`config.mk`:
```
export PLATFORM = sky130hd
export DESIGN_NAME = cfg_shadow_monitor
export DESIGN_NICKNAME = d
export VERILOG_FILES = /design/src/rtl/cmrm_pkg.sv /design/src/rtl/cmrm_cfg_bank.sv /design/src/rtl/cmrm_compare.sv /design/src/rtl/cmrm_restart_seq.sv /design/src/rtl/cfg_shadow_monitor.sv
export SDC_FILE = /design/constraint.sdc
export NUM_CORES = 1
export LEC_CHECK = 0
export ABC_AREA = 1
export CORE_ASPECT_RATIO = 0.9
export CORE_MARGIN = 4
export CORE_UTILIZATION = 50
export CTS_BUF_LIST = sky130_fd_sc_hd__clkbuf_16
export DETAILED_ROUTE_END_ITERATION = 6
export GPL_TIMING_DRIVEN = 1
export PLACE_DENSITY = 0.81
export RECOVER_POWER = 50
export SYNTH_ARGS = -nofsm -noshare
export SYNTH_HDL_FRONTEND = slang
export SYNTH_SLANG_ARGS = --single-unit
```
`constraint.sdc`:
```
create_clock -name clk -period 1.8 [get_ports clk]
set_clock_uncertainty 0.2 [all_clocks]
set_input_delay 0.18 -clock clk [delete_from_list [all_inputs] [get_ports clk]]
set_output_delay 0.18 -clock clk [all_outputs]
set_load 0.02 [all_outputs]
```
`src/rtl/cmrm_pkg.sv`:
```
// Shared definitions for the configuration shadow mismatch monitor.
package cmrm_pkg;
    // Restart sequencer states: reloading words, one guard cycle, monitoring.
    typedef enum logic [1:0] {
        SEQ_LOAD  = 2'd0,
        SEQ_GUARD = 2'd1,
        SEQ_RUN   = 2'd2
    } seq_state_t;

    localparam int STAT_W   = 8;
    localparam int FLAG_POS = 5;
endpackage

```
`src/rtl/cmrm_cfg_bank.sv`:
```
// Configuration and shadow register bank.
// Holds NREG configuration words and their complement shadows. A reload write
// stores a word and its inverse. The upset inputs model random bit flips.
// Assumes ld_addr < NREG whenever ld_en is high.
module cmrm_cfg_bank #(
    parameter int NREG = 8,
    parameter int W    = 8,
    parameter int IW   = 3
) (
    input  logic              clk,
    input  logic              rst_n,
    input  logic              ld_en,
    input  logic [IW-1:0]     ld_addr,
    input  logic [W-1:0]      ld_data,
    input  logic [NREG-1:0]   inj_en,
    input  logic              inj_shadow,
    input  logic [W-1:0]      inj_mask,
    output logic [NREG*W-1:0] cfg_flat,
    output logic [NREG*W-1:0] sh_flat
);
    generate
        for (genvar g = 0; g < NREG; g++) begin : g_pair
            logic [W-1:0] c_q;
            logic [W-1:0] s_q;
            // Pair storage: reload has priority over an injected upset.
            always_ff @(posedge clk) begin
                if (!rst_n) begin
                    c_q <= '0;
                    s_q <= '1;
                end else if (ld_en && ld_addr == IW'(g)) begin
                    c_q <= ld_data;
                    s_q <= ~ld_data;
                end else if (inj_en[g]) begin
                    if (inj_shadow) s_q <= s_q ^ inj_mask;
                    else            c_q <= c_q ^ inj_mask;
                end
            end
            assign cfg_flat[g*W +: W] = c_q;
            assign sh_flat[g*W +: W]  = s_q;
        end
    endgenerate

    // a freshly reloaded pair is a complementary pair.
    p_reload_pair_r2: assert property (@(posedge clk) disable iff (!rst_n)
        ld_en |=> ((cfg_flat[$past(ld_addr)*W +: W] ^ sh_flat[$past(ld_addr)*W +: W]) == {W{1'b1}}));
endmodule

```
`src/rtl/cmrm_compare.sv`:
```
// Pair comparator.
// Flags every pair whose words are not exact complements and reports the
// lowest such index. Purely combinational; gating is done by the sequencer.
module cmrm_compare #(
    parameter int NREG = 8,
    parameter int W    = 8,
    parameter int IW   = 3
) (
    input  logic [NREG*W-1:0] cfg_flat,
    input  logic [NREG*W-1:0] sh_flat,
    output logic              any_bad,
    output logic [IW-1:0]     low_idx
);
    logic [NREG-1:0] bad;

    generate
        for (genvar g = 0; g < NREG; g++) begin : g_cmp
            assign bad[g] = (cfg_flat[g*W +: W] ^ sh_flat[g*W +: W]) != {W{1'b1}};
        end
    endgenerate

    // Priority pick: scanning downward leaves the lowest bad index.
    always_comb begin
        low_idx = '0;
        for (int i = NREG - 1; i >= 0; i--) begin
            if (bad[i]) low_idx = IW'(i);
        end
    end

    assign any_bad = |bad;
endmodule

```
`src/rtl/cmrm_restart_seq.sv`:
```
// Restart sequencer.
// Walks the reload addresses, keeps comparison off during the reload and one
// guard cycle after it, and shapes the reset request to HOLD cycles minimum.
// Assumes HOLD >= 2. Power-on reset starts a reload directly.
module cmrm_restart_seq
    import cmrm_pkg::*;
#(
    parameter int NREG = 8,
    parameter int IW   = 3,
    parameter int HOLD = 16
) (
    input  logic          clk,
    input  logic          rst_n,
    input  logic          mm_hit,
    input  logic          ext_hit,
    output logic          cmp_en,
    output logic          mm_take,
    output logic          rd_en,
    output logic [IW-1:0] rd_addr,
    output logic          rst_req
);
    localparam int CW = $clog2(HOLD);

    seq_state_t    state_q;
    logic [IW-1:0] addr_q;
    logic [CW-1:0] cnt_q;
    logic          start;

    assign cmp_en  = (state_q == SEQ_RUN);
    assign mm_take = cmp_en && mm_hit;
    assign start   = cmp_en && (mm_hit || ext_hit);
    assign rd_en   = (state_q == SEQ_LOAD);
    assign rd_addr = addr_q;

    // Reload walk: ascending addresses, then a guard cycle, then monitoring.
    always_ff @(posedge clk) begin
        if (!rst_n) begin
            state_q <= SEQ_LOAD;
            addr_q  <= '0;
        end else begin
            unique case (state_q)
                SEQ_LOAD: begin
                    if (addr_q == IW'(NREG - 1)) begin
                        state_q <= SEQ_GUARD;
                        addr_q  <= '0;
                    end else begin
                        addr_q  <= addr_q + 1'b1;
                    end
                end
                SEQ_GUARD: state_q <= SEQ_RUN;
                SEQ_RUN: if (start) begin
                    state_q <= SEQ_LOAD;
                    addr_q  <= '0;
                end
                default: state_q <= SEQ_LOAD;
            endcase
        end
    end

    // Request shaping: restart the hold window on every trigger; drop only
    // once the window has run out and no reload is in progress.
    always_ff @(posedge clk) begin
        if (!rst_n) begin
            rst_req <= 1'b1;
            cnt_q   <= CW'(HOLD - 1);
        end else if (start) begin
            rst_req <= 1'b1;
            cnt_q   <= CW'(HOLD - 1);
        end else if (rst_req) begin
            if (cnt_q != '0)               cnt_q   <= cnt_q - 1'b1;
            else if (state_q != SEQ_LOAD)  rst_req <= 1'b0;
        end
    end

    // the request cannot drop while hold cycles remain.
    p_hold_r7: assert property (@(posedge clk) disable iff (!rst_n)
        (rst_req && cnt_q != '0) |=> rst_req);
    // reload reads happen only under a reset request.
    p_read_in_reset_r8: assert property (@(posedge clk) disable iff (!rst_n)
        rd_en |-> rst_req);
    // a new reload starts at address 0.
    p_walk_start_r8: assert property (@(posedge clk) disable iff (!rst_n)
        $rose(rd_en) |-> rd_addr == '0);
    // no reload read while comparison is live.
    p_no_cmp_in_load_r9: assert property (@(posedge clk) disable iff (!rst_n)
        rd_en |-> !mm_take);
endmodule

```
`src/rtl/cfg_shadow_monitor.sv`:
```
// Configuration shadow mismatch reset monitor (top).
// Ties the pair bank, comparator and restart sequencer together, and owns the
// reset-cause status register (active-low mismatch flag at FLAG_POS) and the
// first-mismatch index. Synchronous active-low reset acts as power-on reset.
module cfg_shadow_monitor
    import cmrm_pkg::*;
#(
    parameter int NREG   = 8,
    parameter int W      = 8,
    parameter int HOLD   = 16,
    parameter int NCAUSE = 4,
    localparam int IW    = (NREG > 1) ? $clog2(NREG) : 1
) (
    input  logic              clk,
    input  logic              rst_n,
    output logic              nvm_rd,
    output logic [IW-1:0]     nvm_addr,
    input  logic [W-1:0]      nvm_data,
    input  logic [NREG-1:0]   inj_en,
    input  logic              inj_shadow,
    input  logic [W-1:0]      inj_mask,
    input  logic [NCAUSE-1:0] hard_rst_in,
    input  logic              stat_wr,
    input  logic [STAT_W-1:0] stat_wdata,
    output logic [STAT_W-1:0] stat_rdata,
    output logic [IW-1:0]     first_idx,
    output logic              rst_req,
    output logic [NREG*W-1:0] cfg_q
);
    localparam logic [STAT_W-1:0] FLAG_MASK = STAT_W'(1) << FLAG_POS;

    logic [NREG*W-1:0] sh_flat;
    logic              mm_hit;
    logic [IW-1:0]     low_idx;
    logic              cmp_en;
    logic              mm_take;
    logic              flag_q;
    logic [IW-1:0]     idx_q;
    logic              sw_set;

    cmrm_cfg_bank #(.NREG(NREG), .W(W), .IW(IW)) u_bank (
        .clk        (clk),
        .rst_n      (rst_n),
        .ld_en      (nvm_rd),
        .ld_addr    (nvm_addr),
        .ld_data    (nvm_data),
        .inj_en     (inj_en),
        .inj_shadow (inj_shadow),
        .inj_mask   (inj_mask),
        .cfg_flat   (cfg_q),
        .sh_flat    (sh_flat)
    );

    cmrm_compare #(.NREG(NREG), .W(W), .IW(IW)) u_cmp (
        .cfg_flat (cfg_q),
        .sh_flat  (sh_flat),
        .any_bad  (mm_hit),
        .low_idx  (low_idx)
    );

    cmrm_restart_seq #(.NREG(NREG), .IW(IW), .HOLD(HOLD)) u_seq (
        .clk     (clk),
        .rst_n   (rst_n),
        .mm_hit  (mm_hit),
        .ext_hit (|hard_rst_in),
        .cmp_en  (cmp_en),
        .mm_take (mm_take),
        .rd_en   (nvm_rd),
        .rd_addr (nvm_addr),
        .rst_req (rst_req)
    );

    // A status write counts only when it is exactly the flag bit.
    assign sw_set = stat_wr && (stat_wdata == FLAG_MASK);

    // Sticky active-low flag: mismatch clears, software write sets.
    always_ff @(posedge clk) begin
        if (!rst_n)       flag_q <= 1'b1;
        else if (mm_take) flag_q <= 1'b0;
        else if (sw_set)  flag_q <= 1'b1;
    end

    // First-mismatch index, captured only when a mismatch reset is taken.
    always_ff @(posedge clk) begin
        if (!rst_n)       idx_q <= '0;
        else if (mm_take) idx_q <= low_idx;
    end

    assign stat_rdata = flag_q ? FLAG_MASK : '0;
    assign first_idx  = idx_q;

    // the flag falls only together with a reset request.
    p_flag_clear_r3: assert property (@(posedge clk) disable iff (!rst_n)
        $fell(flag_q) |-> rst_req);
    // the flag rises only after a valid software write.
    p_flag_set_r5: assert property (@(posedge clk) disable iff (!rst_n)
        $rose(flag_q) |-> $past(stat_wr && stat_wdata == FLAG_MASK));
    // a hard reset alone leaves the flag where it was.
    p_hard_keep_r4: assert property (@(posedge clk) disable iff (!rst_n)
        (cmp_en && (|hard_rst_in) && !mm_hit && !stat_wr) |=> flag_q == $past(flag_q));
    // a live mismatch always raises the request.
    p_mm_req_r1: assert property (@(posedge clk) disable iff (!rst_n)
        (cmp_en && mm_hit) |=> rst_req);
endmodule

```
After elaboration in Yosys (flattened, before gate mapping)
Index checks and enable logic that the tools add are counted.
{ "word_totals": {"register_bits": 142, "latch_bits": 0, "mem_bits_rw": 0, "mem_bits_ro": 0, "out_inout_bits": 80, "elab_cells": 202, "mem_count": 0} }
{ "op_classes": {"n_addsub": 2, "mul": 0, "n_div": 0, "order_cmp": 0, "n_eq_ne": 28, "shift": 0, "n_mux": 68, "bitwise": 26, "reduce_logical": 56} }
{ "op_table": {"columns": ["cell", "count"], "rows": [
  ["$mux W8", 48],
  ["$xor A8 B8 Y8", 24],
  ["$ne A8 B8 Y1 const B", 8],
  ["$reduce_and A2 Y1", 19],
  ["$reduce_bool A2 Y1", 19],
  ["$mux W3", 10],
  ["$ne A2 B1 Y1 const B", 8],
  ["$eq A3 B3 Y1 const B", 4],
  ["$logic_and A1 B1 Y1", 11],
  ["$eq A8 B6 Y1 const B", 1],
  ["$not A8 Y8", 1],
  ["$reduce_or A8 Y1", 1],
  ["$eq A3 B2 Y1 const B", 2],
  ["$mux W6", 1],
  ["$pmux W2 S3", 1],
  ["$pmux W3 S2", 1],
  ["$mux W1", 5],
  ["$mux W2", 2],
  ["$ne A2 B2 Y1 const B", 2],
  ["$reduce_bool A4 Y1", 1],
  ["$reduce_or A4 Y1", 1],
  ["$sub A4 B1 Y4 const B", 1],
  ["$add A3 B1 Y3 const B", 1],
  ["$eq A3 B1 Y1 const B", 1],
  ["7 further kinds", 7]
]} }

Logic depth before layout (Yosys ltp)
{ "depth": {"word_depth": 10, "depth_mapped": 14, "ltp_nobuf": 14} }

Cells and area by module
Synthesis repeated with hierarchy kept, for this count alone.
{ "hier_totals": {"hier_cells": 1424, "hier_area_um2": 8849.7} }
{ "by_module_without_submodules": {"columns": ["module", "n_inst", "cells_per_inst", "area_each_um2", "seq_area_each_um2"], "rows": [
  ["cmrm_cfg_bank", 1, 1121, 7064.3, 2562.5],
  ["cmrm_compare", 1, 196, 1007.2, 0.0],
  ["cmrm_restart_seq", 1, 66, 516.7, 200.2],
  ["cfg_shadow_monitor", 1, 41, 261.5, 80.1]
]} }

Worst setup path before layout
No wires, ideal clock.
{ "synth_timing": {"path_type": "register to register", "start": "register u_seq.addr_q[2] (netlist: u_seq.rd_addr[2])", "end": "register u_bank.g_pair[3].c_q[1]", "arrival_ps": 1679, "slack_ps": -207, "path_stages_with_launch": 9, "n_path_buf": 2, "period_less_slack_ps": 2007, "path_cell_list": "dfxtp_1 -> clkbuf_2 -> inv_2 -> ha_1 -> nand2_1 -> clkbuf_1 -> nor2_1 -> a31oi_1 -> nor2_1"} }
{ "synth_via": {"elab_chain_len": 4, "elab_cells_between_ends": 6, "classes_between": "eq/ne: 2; mux: 1; reduce/logical: 3"} }
{ "synth_rtl": {"columns": ["item", "line_no", "rtl"], "rows": [
  ["start, declared", "cmrm_restart_seq.sv:25", "logic [IW-1:0] addr_q;"],
  ["start signal, assigned", "cmrm_restart_seq.sv:47", "addr_q <= addr_q + 1'b1;"],
  ["$eq A3 B2 Y1 (*)", "cmrm_cfg_bank.sv:30", "end else if (ld_en && ld_addr == IW'(g)) begin"],
  ["$logic_and A1 B1 Y1 (*)", "cmrm_cfg_bank.sv:30", null],
  ["$ne A2 B1 Y1 (no line) or $reduce_bool A2 Y1 (tied branches)", null, null],
  ["$reduce_and A2 Y1 (no line)", null, null],
  ["end signal, assigned", "cmrm_cfg_bank.sv:31", "c_q <= ld_data;"],
  ["end signal, assigned", "cmrm_cfg_bank.sv:35", "else c_q <= c_q ^ inj_mask;"],
  ["end, declared", "cmrm_cfg_bank.sv:23", "logic [W-1:0] c_q;"]
]} }
Every way passes the cells marked *; elsewhere a longest branch is shown, timed or not.
A chain may end at the register's enable or synchronous reset.

Worst setup path after layout
{ "layout_timing": {"start": "register u_bank.g_pair[6].s_q[0]", "end": "register u_seq.addr_q[2] (netlist: u_seq.rd_addr[2])"} }
{ "layout_via": {"elab_chain_len": 7} }
{ "layout_rtl": {"columns": ["item", "line_no", "rtl"], "rows": [
  ["start, declared", "cmrm_cfg_bank.sv:24", "logic [W-1:0] s_q;"],
  ["start signal, assigned", "cmrm_cfg_bank.sv:32", "s_q <= ~ld_data;"],
  ["start signal, assigned", "cmrm_cfg_bank.sv:34", "if (inj_shadow) s_q <= s_q ^ inj_mask;"],
  ["$xor A8 B8 Y8", "cmrm_compare.sv:18", "assign bad[g] = (cfg_flat[g*W +: W] ^ sh_flat[g*W +: W]) != {W{1'b1}};"],
  ["$ne A8 B8 Y1", "cmrm_compare.sv:18", null],
  ["$reduce_or A8 Y1", "cmrm_compare.sv:30", "assign any_bad = |bad;"],
  ["$logic_or A1 B1 Y1", "cmrm_restart_seq.sv:31", "assign start = cmp_en && (mm_hit || ext_hit);"],
  ["$logic_and A1 B1 Y1", "cmrm_restart_seq.sv:31", null],
  ["$ne A2 B2 Y1 (no line)", null, null],
  ["$reduce_and A2 Y1 (no line)", null, null]
]} }
No other way between the ends.

==> qor.yml <==
final_layout:
  n_antenna_cell: 0
  stdcell_area_um2: 13100
  synthToLayoutAreaGrowth_pct: 54.5
  fill_cells: 989
  fin_nets: 1648
  multi_input_area_um2: 5200
  drive_gt1_frac: 0.327
  ff_latch_area_um2: 2960
  final_core_utilization: 0.799
logic_synthesis:
  synth_area_leaders: "dfxtp_1, nand2_1, nand3_1"
  synth_largest_area_cell: "dfxtp_1"
  yosysSeqAreaShare: 0.336
  syn_area_um2: 8450
  synth_top_area_share: 0.336
  synth_top_cells_by_count: "nand2_1, dfxtp_1, inv_1"
  synth_edf_count: 0
  async_flop_share: 0
  syn_avg_cell_area_um2: 6.88
  synthCells: 1229
  yosysMostFrequentCell: "nand2_1"
  synth_ff_type: "dfxtp_1"
  yosysUniqueCellTypes: 44
  ys_seq_elements: 142
  ys_warn_count: 0
clocking:
  h-tree-depth: 4
  cts_tree: "built"
  cts-root-buf: "clkbuf_16"
  path_clk_slew_ns: 0.06
  cts_buffers: 17
  clock_latency_ns: 0.43
  ctsLongestPathBuffers: 2
  clock-sinks: 142
die:
  num_rows: 44
  fp.dieH_um: 131
  start_util: 0.517
  die_area_um2: 19000
  die_x_um: 145
  core_area_um2: 16400
  pin_count: 120
pwr:
  p_leak_uw: 0.00632
  p_seq_frac: 0.340
  power.total_uw: 10900
  pwr-share-comb: 0.318
  p_sw_frac: 0.334
  intPower_uw: 7230
  max-vdd-ir-drop_v: 0.000770
  switchingPower_uw: 3630
  clkPwrFrac: 0.342
  power_density_nw_per_um2: 832
critical_path:
  cp-startpoint: "u_bank.g_pair[6].s_q[0]"
  endpoint_kind: "register"
  crit_buf_inv: 3
  max_stage_delay_ns: 0.37
  r2r_setup_slack_ns: -0.30
  crit_type: "register to register"
  critPathRequiredTime_ns: 1.97
  worst_r2r_path_depth: 13
  crit_top_cell: "nand2_1"
  start_kind: "register"
  cp_top_family: "simple AND/OR/NAND/NOR gates"
  r2r-end: "u_seq.rd_addr[2]"
  crit_slowest_cell: "dfxtp_1"
  r2r_start: "u_bank.g_pair[6].s_q[0]"
  path_cells: "inv_1, nand2_1, nand2_1, nor2_1, nand2_1, inv_2, nand2_4, nor2_4, nand3_2, o21ai_4, buf_6, nand4_1, nand2_1"
  crit_path_end: "u_seq.rd_addr[2]"
  path_max_fanout: 5
  worstPathArrival_ns: 2.27
  worst-path-stages: 13
global_route:
  grt_max_degree: 98
  grt_pass1_wl_um: 51800
  grt_overflow: 0
  antenna_found_initial: 0
  first_global_vias: 10300
  grt_use_total: 0.334
drt:
  num_vias: 11100
  drtIter0Drc: 1748
  firstDrtPassIters: 7
  wl_per_cell_um: 20.1
  via_per_inst: 6.08
  ant_nets: 0
  wl_um: 36600
  drc: 0
timing:
  worst_slew_pin_slew_ns: 0.617
  holdWs_ns: 0.0672
  setup_violations: 49
  slew_headroom: 0.588
  setup_tns_ns: -3.98
  finalCriticalPeriod_ns: 2.10
  hold_viol: 0
  grt_setup_unrepaired: "yes"
  maxSlewViolCount: 0
  clock.fmax_mhz: 476
  fin_crit_sh: 1.17
  finalWorstSetupSlack_ns: -0.301
placement:
  gp_congestion: 0.951
  place_hpwl_um: 22700
  port_buffers: 112
  placed_area_um2: 11900
outcome:
  status: "complete, but fails checks"
  violations: "setup timing"
job:
  cap_violations: 0
hold_path:
  hp-class: "primary input to register"
## sequential cells by signal, indices dropped and copies added, names as in the netlist
signal	count
u_seq.rst_req	1
u_seq.state_q	2
u_bank.g_pair.c_q	64
u_bank.g_pair.s_q	64
u_seq.cnt_q	4
u_seq.rd_addr	3
first_idx	3
flag_q	1
## metal layers
metal / vias to the layer above / wire (um) / share of wire / global-route usage
met5: - / 0 / 0 / 0
met4: 0 / 2480 / 0.068 / 0.173
met3: 242 / 4800 / 0.13 / 0.0754
met2: 915 / 16600 / 0.45 / 0.549
met1: 5081 / 12700 / 0.35 / 0.412
li1: 4826 / - / - / -
## power by group through the flow
stage	combinational [uW]	clock, uW	sequential [uW]
2_1_floorplan	1380	0	3910
3_3_place_gp	2970	0	3710
3_5_place_dp	3050	0	3720
4_1_cts	3120	3670	3670
5_1_grt	3660	3800	3720
6_report	3450	3720	3690
## per-stage QoR
stage / instances / setup WS, ns
2_1_floorplan: 1235 / 0.00292
3_3_place_gp: 1767 / -0.197
3_5_place_dp: 1767 / -0.243
4_1_cts: 1804 / -0.152
5_1_grt: 1820 / -0.335
6_report: 1820 / -0.301
## worst register-to-register path: stages, from the launching register on
cell     delay, ns
dfxtp_1       0.37
inv_1         0.08
nand2_1       0.07
nand2_1       0.07
nor2_1        0.16
nand2_1       0.11
inv_2         0.08
nand2_4       0.06
nor2_4        0.09
nand3_2       0.11
o21ai_4       0.25
buf_6         0.14
nand4_1       0.13
nand2_1       0.12
## how the worst min path moves through the flow
stage	from	endpoint	slack (ns)	cells after the start
floorplan	nvm_data[7]	u_bank.g_pair[3].c_q[7]	0.14	2
finish	rst_n	u_bank.g_pair[1].s_q[1]	0.07	3
global placement	u_seq.cnt_q[0]	u_seq.cnt_q[0]	0.26	2
detailed placement	first_idx[2]	first_idx[2]	0.26	2
global route	rst_n	u_bank.g_pair[3].s_q[0]	0.09	3
CTS	rst_n	u_bank.g_pair[2].s_q[4]	0.07	3
## area by class of cell
type,count,area share
Multi-Input combinational cell,893,0.398
Timing Repair Buffer,401,0.265
Sequential cell,142,0.227
Inverter,144,0.0433
Clock buffer,18,0.0345
Tap cell,207,0.0198
Clock inverter,13,0.0111
Timing Repair inverter,2,0.00115
## logic make-up (layout without fill, tap and decap cells)
logic type	count (synthesis)	after routing	synth area share
other cells	1	7	0.000444
flops	142	142	0.336
xor+xnor	86	86	0.0891
simple gates	532	532	0.272
fa+ha+maj	7	7	0.0104
buf+inv	200	578	0.0954
compound gates	261	261	0.196
## layout by cell type (no fill, tap or decap), drive strengths merged, types with 42 or more instances in the layout
cell type	count
a21oi	66
nand2	280
dfxtp	142
dlygate4sd2	67
o21ai	68
nor2	95
xor2	53
clkdlybuf4s50	42
nand3	129
buf	290
inv	139
## timing repair
action / 4_1_cts / 5_1_grt
hold buffers: 0 / 0
endpoints found under the hold margin: 0 / 0
resized for setup: 128 / 110
cloned: 0 / 3
pin swaps: 35 / 33
buffers inserted: 8 / 13
setup endpoints to repair: 112 / 100
Note: power is estimated with default switching activity, not from simulation.
